==> src/rtl/wdt_rst_gate.sv <==
module wdt_rst_gate #(
  parameter bit GATE_INV     = 1'b0,
  parameter int PULSE_CYCLES = 4
) (
  input  logic       clk,
  input  logic       por_n,
  input  logic       cfg_we,
  input  logic [1:0] cfg_addr,
  input  logic       cfg_wdata,
  input  logic       wdt_req,
  input  logic       cpu_in_rst,
  output logic       sys_rst,
  output logic       cnt_en,
  output logic       gate_bit,
  output logic       auto_sup,
  output logic       rst_cause
);
  localparam int CW = $clog2(PULSE_CYCLES + 1);
  localparam logic [CW-1:0] LOAD = CW'(PULSE_CYCLES);
  localparam bit GATE_RST = ~GATE_INV;

  initial begin
    if (PULSE_CYCLES < 4) $error("PULSE_CYCLES must be at least 4");
  end

  logic [CW-1:0] pulse_cnt;
  logic          req_d;
  logic          gate_q, sup_q, cen_q, cause_q;

  wire wr_gate  = cfg_we && cfg_addr == 2'd0;
  wire wr_sup   = cfg_we && cfg_addr == 2'd1;
  wire wr_cen   = cfg_we && cfg_addr == 2'd2;
  wire clr_flag = cfg_we && cfg_addr == 2'd3 && cfg_wdata;

  wire open_q   = GATE_INV ? gate_q : ~gate_q;
  wire blocked  = sup_q && cpu_in_rst;
  wire req_edge = wdt_req && !req_d;
  wire busy     = pulse_cnt != '0;
  wire accept   = req_edge && open_q && !blocked && !busy;

  always_ff @(posedge clk or negedge por_n) begin
    if (!por_n) begin
      gate_q <= GATE_RST;
      sup_q  <= 1'b0;
      cen_q  <= 1'b0;
    end else begin
      if (wr_gate) gate_q <= cfg_wdata;
      if (wr_sup)  sup_q  <= cfg_wdata;
      if (wr_cen)  cen_q  <= cfg_wdata;
    end
  end

  always_ff @(posedge clk or negedge por_n) begin
    if (!por_n)        cause_q <= 1'b0;
    else if (accept)   cause_q <= 1'b1;
    else if (clr_flag) cause_q <= 1'b0;
  end

  always_ff @(posedge clk or negedge por_n) begin
    if (!por_n) begin
      req_d     <= 1'b0;
      pulse_cnt <= '0;
    end else begin
      req_d <= wdt_req;
      if (accept)    pulse_cnt <= LOAD;
      else if (busy) pulse_cnt <= pulse_cnt - 1'b1;
    end
  end

  assign sys_rst   = busy;
  assign cnt_en    = cen_q;
  assign gate_bit  = gate_q;
  assign auto_sup  = sup_q;
  assign rst_cause = cause_q;
endmodule


==> config.mk <==
export PLATFORM = sky130hd
export DESIGN_NAME = wdt_rst_gate
export DESIGN_NICKNAME = d
export VERILOG_FILES = /design/src/rtl/wdt_rst_gate.sv
export SDC_FILE = /design/constraint.sdc
export NUM_CORES = 1
export LEC_CHECK = 0
export BUFFER_PORTS_ARGS = -buffer_cell sky130_fd_sc_hd__clkbuf_2
export CAP_MARGIN = 20
export CORE_AREA = 2 2 39 41
export DETAILED_ROUTE_END_ITERATION = 7
export DIE_AREA = 0 0 41 43
export GPL_ROUTABILITY_DRIVEN = 0
export PLACE_DENSITY_LB_ADDON = 0.1
export SYNTH_ARGS = -nofsm -noshare
export SYNTH_HDL_FRONTEND = slang
export SYNTH_SLANG_ARGS = --single-unit
==> constraint.sdc <==
create_clock -name clk -period 1.5 [get_ports clk]
set_clock_uncertainty 0.05 [all_clocks]
set_input_delay 0.3 -clock clk [delete_from_list [all_inputs] [get_ports clk]]
set_output_delay 0.3 -clock clk [all_outputs]
set_load 0.005 [all_outputs]
## Word level (Yosys, flattened, before mapping)

Index checks and enable logic that the tools add are counted.

- Flip-flop bits (word level): 8
- Word-level logic and storage cells: 32
- Output and inout port bits: 5
- Input port bits: 8

- Reduce and logical (&&, ||, !) cells: 17
- Equal/unequal tests: 3
- Add/sub/neg operators: 1
- Muxes and demuxes: 4
- Bitwise gates (word level): 1

Operators by type and width:

| kind | number |
|---|---|
| $logic_and 1x1->1 | 10 |
| $mux 3 | 2 |
| $eq 2x2->1 const B | 2 |
| $reduce_bool 2->1 | 2 |
| $logic_not 1->1 | 3 |
| $reduce_bool 3->1 | 1 |
| $sub 3x1->3 const B | 1 |
| $eq 2x1->1 const B | 1 |
| $logic_not 2->1 | 1 |
| $mux 1 | 2 |
| $not 1->1 | 1 |

## Logic depth before layout (Yosys ltp)

Gate-level depths: netlist of run 1.

- Depth in word-level cells: 6
- Mapped depth: 5
- Gate-level depth less buffers: 5

## Least setup slack after synthesis of run 1

Ideal clock, no wire load.

- Kind: register -> output
- Start: register pulse_cnt[0]
- End: output sys_rst
- Path buffers: 0
- Stages on the path, launching flop included: 5
- Path slack: 0.296 ns
- Arrival time: 0.854 ns
- Data required time: 1.150 ns
- Cells stage by stage: dfrtp_1 inv_1 ha_1 nor2b_2 inv_1

- Word-level cells in the longest chain between the ends: 1

RTL lines:

| what | RTL line | source |
|---|---|---|
| start: declaration | 26 | `logic [CW-1:0] pulse_cnt;` |
| start signal: assignment | 66 | `else if (busy) pulse_cnt <= pulse_cnt - 1'b1;` |
| $reduce_bool 3->1 | 38 | `wire busy = pulse_cnt != '0;` |
| end: declaration | 12 | `output logic sys_rst,` |

No other way between the ends.

## Final worst setup path of run 1

- Start: register pulse_cnt[1]
- End: output sys_rst

The elaborated chain is that of the path after synthesis.

==> flow_metrics.tcl, run 1 <==
set metrics [dict create \
    grt_first_pass_wirelength_um 1320 \
    root_buffer "clkbuf_4" \
    maxCapViolCount 0 \
    cp_cell_sequence "inv_2, ha_4, nor2b_4, inv_1, clkbuf_2" \
    drtPass1Iterations 2 \
    critPathTopFamily "flip-flops" \
    grt_use_total_pct 11.5 \
    worstSetupEndpointType "primary output" \
    ys_seq_area_share_pct 51.6 \
    avgViaCountPerCell 4.27 \
    synthDistinctLibCells 19 \
    finalHoldViolCount 0 \
    setup_viol 0 \
    dpl_cell_area_um2 470 \
    yosysTopAreaCellShare_pct 44.9 \
    fillerInstances 143 \
    vias 320 \
    antenna_found_initial 0 \
    worstMarginPinSlew_ns 0.206 \
    hp-class "in -> reg" \
    syn_avg_cell_area_um2 11.2 \
    synth.area.top_cells "dfrtp_1 (45%), dfstp_2 (6.7%), ha_1 (6.4%)" \
    whs_ns 0.145 \
    clockBufferDepth 2 \
    initial_utilization_pct 28.2 \
    cts_tree "yes" \
    rsz0062_at_grt "yes" \
    grt_pass1_vias 334 \
    grt_max_degree 9 \
    diodes 0 \
    design_area_um2 577 \
    drive_gt1_share_pct 54.2 \
    synth_nets 45 \
    area_growth_pct 47.8 \
    clk_pin_slew_ns 0.06 \
    die_area_um2 1760 \
    crit_buf_inv 3 \
    num_rows 14 \
    fp.dieH_um 43 \
    ys_warn_count 0 \
    fin_util_pct 41.7 \
    cts.sink_count 8 \
    finalCritPeriodShare_pct 98.3 \
    dp_hpwl_um 610 \
    yosysTopAreaCell "dfrtp_1" \
    power_density_nw_per_um2 1730 \
    numCtsBuffers 3 \
    start_kind "flop" \
    ys_ff_latch 8 \
    insertion_delay_ns 0.25 \
    die_w_um 41 \
    vdd_drop_max_mv 0.564 \
    synthCells 35 \
    min_period_ns 1.48 \
    slew_headroom_pct 86.3 \
    critical_path.max_stage_delay_ns 0.39 \
    fmax_mhz 678 \
    ant_nets 0 \
    timing_max_transition_violations_final 0 \
    drt_wl_total_um 776 \
    syn_area_um2 390 \
    path_max_fanout 2 \
    worstPathRequired_ns 1.15 \
    crit_type "reg -> out" \
    grt_overflow_total 0 \
    wl_per_cell_um 10.3 \
    cts-htree-levels 1 \
    leakage_uw 0.000286 \
    drt_iter0_drc 4 \
    slowest_stage "dfrtp_1" \
    nNetsFinal 70 \
    pre_cts_slack_ns 0.135 \
    route.detailed.drc 0 \
    io_buffer_count 12 \
    coreArea_um2 1380 \
    setup_slack_ns 0.0250 \
    worstPathArrival_ns 1.13 \
    outcome "complete, no violations" \
    io_pins 13 \
]
-- cells in the final DEF, fill, tap and decap left out --
| cell type | Yosys | final |
|---|---|---|
| nor2_1 | 2 | 2 |
| mux2_2 | 2 | 2 |
| nand2_1 | 6 | 6 |
| inv_1 | 3 | 1 |
| clkbuf_2 | 0 | 12 |
| mux2i_1 | 1 | 1 |
| nor2b_4 | 0 | 1 |
| a211oi_2 | 1 | 1 |
| dfstp_2 | 1 | 1 |
| nand3b_1 | 1 | 1 |
| dfrtp_1 | 7 | 7 |
| buf_4 | 0 | 7 |
| nor3b_2 | 1 | 1 |
| inv_2 | 0 | 2 |
| nand3_1 | 1 | 1 |
| clkbuf_1 | 0 | 1 |
| or2_1 | 1 | 1 |
| ha_4 | 0 | 1 |
| mux2_4 | 1 | 1 |
| o22ai_1 | 1 | 1 |
| o21ai_0 | 1 | 1 |
| o21ai_1 | 1 | 1 |
| and2_1 | 1 | 1 |
| ha_1 | 2 | 1 |
| clkbuf_4 | 0 | 3 |
| dlygate4sd3_1 | 0 | 1 |
-- path summary, 6_finish.rpt --
path                                endpoint  cells after the start  slack (ns)    startpoint
worst min-delay path                   req_d                      1        0.14       wdt_req
worst max-delay path                 sys_rst                      5        0.02  pulse_cnt[1]
min in group asynchronous       pulse_cnt[1]                      2        0.38         por_n
worst max register to register  pulse_cnt[0]                      6        0.28  pulse_cnt[1]
worst min register to register        cnt_en                      1        0.47        cnt_en
max in group asynchronous           gate_bit                      2        0.76         por_n
-- per-layer routing --
metal / vias to the layer above / GRT usage [%] / wire length, um
met5: - / 0 / 0
met2: 6 / 17.5 / 405
li1: 169 / - / -
met3: 0 / 4.71 / 43
met1: 145 / 13.0 / 328
met4: 0 / 6.00 / 0
-- cells by family after synthesis --
family                   count (synthesis)  synth area share, %
multiplexers                             4                 12.2
flip-flops                               8                 51.6
AND/OR/NAND/NOR                         14                 19.6
buffers and inverters                    3                 2.88
adder cells (fa/ha/maj)                  2                 6.41
AO/OA/AOI/OAI                            4                 7.37
-- layout make-up --
class | count | area [um2] | share of cell area [%]
well taps | 16 | 20.0 | 3.47
inverters | 3 | 11.3 | 1.95
clock buffers | 4 | 26.3 | 4.56
repair buffers | 20 | 123 | 21.3
flip-flops and latches | 8 | 201 | 34.9
multi-input cells | 24 | 195 | 33.8
-- worst reg2reg max path, stage by stage (launching register included) --
cell and delay [ns]:
dfrtp_1 0.36, inv_2 0.06, ha_4 0.15, nor2b_4 0.12
buf_4 0.14, or2_1 0.20, o21ai_1 0.07
-- sequential cells by signal (all words and copies together), names as in the netlist --
name / count
auto_sup: 1
cnt_en: 1
gate_bit: 1
pulse_cnt: 3
req_d: 1
rst_cause: 1
-- power by group --
part	leakage [uW]	internal, uW	switching [uW]
registers	0.0000945	295	55.2
logic	0.000176	288	183
clock network	0.0000150	102	72.4
total	0.000286	685	311
-- synth_stat cells --
| cell | count |
|---|---|
| nor3b_2 | 1 |
| dfstp_2 | 1 |
| mux2i_1 | 1 |
| nand3_1 | 1 |
| nor2_1 | 2 |
| mux2_4 | 1 |
| and2_1 | 1 |
| or2_1 | 1 |
| o21ai_0 | 1 |
| mux2_2 | 2 |
| o22ai_1 | 1 |
| dfrtp_1 | 7 |
| o21ai_1 | 1 |
| inv_1 | 3 |
| nand3b_1 | 1 |
| nor2b_2 | 1 |
| a211oi_2 | 1 |
| nand2_1 | 6 |
| ha_1 | 2 |
-- per-stage QoR --
| stage | total power, uW | setup TNS (ns) | std cells |
|---|---|---|---|
| 3_3_place_gp | 623 | 0 | 63 |
| 3_5_place_dp | 638 | 0 | 63 |
| 2_1_floorplan | 534 | 0 | 35 |
| 5_1_grt | 1090 | -0.0353 | 75 |
| 6_report | 996 | 0 | 75 |
| 4_1_cts | 917 | 0 | 70 |
-- repair_timing --
item	CTS	global route
pin swaps	0	1
setup endpoints to repair	1	1
resized for setup	5	0
hold buffers	1	0
hold endpoints to repair	7	0
buffers inserted	2	5
Power figures use the tool's default switching activity.
==> run 2: changes to the inputs <==
ABC_AREA = 1   (was default)
clock period = 1.67 ns   (was 1.5 ns; I/O delays follow)
==> run 2 against run 1 <==
Compared with the run above: worst setup slack better by 0.14 ns; combinational power is 40% lower; clock power down 7%; sequential share of layout area increased by 5.0 points; non-clock buffer count is 7 lower; die area unchanged; global-route usage shrank 1.1 points; power fell by 26%; clock-buffer cell count unchanged; sequential power is 16% lower; largest power group is now registers.
==> flow_metrics.tcl, run 2 <==
set metrics [dict create \
    outcome "complete, no violations" \
    die_w_um 41 \
    root_buffer "clkbuf_4" \
    crit_type "reg -> out" \
    initial_utilization_pct 28.0 \
    clk_pin_slew_ns 0.06 \
    clockBufferDepth 2 \
    syn_area_um2 388 \
    fmax_mhz 666 \
    synthCells 46 \
    async_flop_share_pct 100 \
    fp.dieH_um 43 \
    synthDistinctLibCells 13 \
    yosysTopAreaCellShare_pct 45.2 \
    avgViaCountPerCell 4.29 \
    synth.area.top_cells "dfrtp_1 (45%), nand3_1 (9.0%), dfstp_2 (6.8%)" \
    multi_input_area_um2 153 \
    vias 339 \
    dp_hpwl_um 557 \
    regArea_um2 201 \
    area_growth_pct 30.0 \
    setup_slack_ns 0.168 \
    cts-htree-levels 1 \
    final_cell_mix "clkbuf_2 (12), inv_1 (7), nand2_1 (7), nand3_1 (7), dfrtp_1 (7)" \
    path_max_fanout 4 \
    yosysTopAreaCell "dfrtp_1" \
    rsz0062_at_grt "no" \
    nNetsFinal 74 \
    setup_viol 0 \
    drt_iter0_drc 1 \
    synth_commonest_cells "dfrtp_1 (7), inv_1 (7), nand2_1 (7), nand3_1 (7), nor2_1 (5)" \
    synthFlopType "dfrtp_1" \
    grt_first_pass_wirelength_um 1190 \
    leakage_uw 0.000280 \
    die_area_um2 1760 \
    largest_reg_flops 3 \
    cts.sink_count 8 \
    pre_cts_slack_ns 0.434 \
    hp-class "in -> reg" \
    fin_util_pct 36.4 \
    vdd_drop_max_mv 0.495 \
    diodes 0 \
    regMostFlops "pulse_cnt" \
    ys_ff_latch 8 \
    num_rows 14 \
    ant_nets 0 \
    cts_tree "yes" \
    synth_edf_count 0 \
    maxCapViolCount 0 \
    whs_ns 0.140 \
    worstPathArrival_ns 1.12 \
    fin_setup_tns_ns 0 \
    start_kind "flop" \
    wl_per_cell_um 8.66 \
    finalCritPeriodShare_pct 90.0 \
    worstPathRequired_ns 1.29 \
    min_period_ns 1.50 \
    grt_pass1_vias 315 \
    layout_commonest_cell "clkbuf_2" \
    coreArea_um2 1380 \
    ys_seq_area_share_pct 51.9 \
    grt_max_degree 9 \
    grt_overflow_total 0 \
    antenna_found_initial 0 \
    drt_wl_total_um 684 \
    numCtsBuffers 3 \
    drive_gt1_share_pct 30.2 \
    grt_use_total_pct 10.3 \
    synth_nets 56 \
    finalHoldViolCount 0 \
    syn_avg_cell_area_um2 8.43 \
    insertion_delay_ns 0.26 \
    worstSetupEndpointType "primary output" \
    fillerInstances 161 \
    ys_warn_count 0 \
    io_buffer_count 12 \
    power_density_nw_per_um2 1460 \
    drtPass1Iterations 2 \
    slew_headroom_pct 86.5 \
    worstMarginPinSlew_ns 0.202 \
    route.detailed.drc 0 \
    io_pins 13 \
    cts_resized 0 \
    timing_max_transition_violations_final 0 \
]
[run 2: power by group]
| group | internal (uW) | total (uW) | leakage, uW | switching [uW] |
|---|---|---|---|---|
| Combinational | 124 | 281 | 0.000169 | 157 |
| Sequential | 261 | 294 | 0.0000954 | 32.7 |
| Clock | 91.6 | 161 | 0.0000150 | 69.5 |
| Total | 477 | 736 | 0.000280 | 259 |
[run 2: final timing paths]
path | cells after the start | end | slack, ns | from
worst min register to register | 2 | cnt_en | 0.44 | cnt_en
worst min-delay path | 1 | req_d | 0.14 | wdt_req
min in group asynchronous | 2 | pulse_cnt[1] | 0.40 | por_n
worst max-delay path | 4 | sys_rst | 0.17 | pulse_cnt[0]
worst max register to register | 6 | pulse_cnt[1] | 0.53 | pulse_cnt[0]
max in group asynchronous | 2 | gate_bit | 0.92 | por_n
[run 2: logic make-up (layout without fill, tap and decap cells)]
group / count (synthesis) / in the layout / share of synthesized area [%]
flops: 8 / 8 / 51.9
fa+ha+maj: 2 / 2 / 6.45
simple gates: 21 / 21 / 25.2
buf+inv: 9 / 26 / 8.71
compound gates: 6 / 6 / 7.74
[run 2: area by class of cell]
type,count,share of cell area (%)
inverters,9,6.70
multi-input cells,29,30.3
repair buffers,13,13.9
clock buffers,4,5.21
well taps,16,3.97
flip-flops and latches,8,40.0
[run 2: critical path, cell delays in order, from the launching register on]
cell and delay, ns:
dfrtp_1 0.37, inv_1 0.09, ha_1 0.21, nand2_4 0.07
clkbuf_2 0.11
[run 2: per-stage QoR]
step,power (uW),instances,area [um2]
3_5_place_dp,585,74,468
6_report,736,79,504
2_1_floorplan,502,46,388
5_1_grt,836,79,504
4_1_cts,753,79,504
3_3_place_gp,590,74,468
[run 2: what timing repair did]
action / in CTS / in global routing
endpoints found under the hold margin: 7 / 0
hold buffers: 1 / 0
setup buffers: 0 / 0
[run 2: per-layer routing]
metal	global-route usage (%)	wire, um	vias up	share of wire (%)
li1	-	-	179	-
met1	12.6	319	144	47
met2	14.4	274	13	40
met3	3.14	60	3	8.8
met4	8.00	29	0	4.2
met5	0	0	-	0
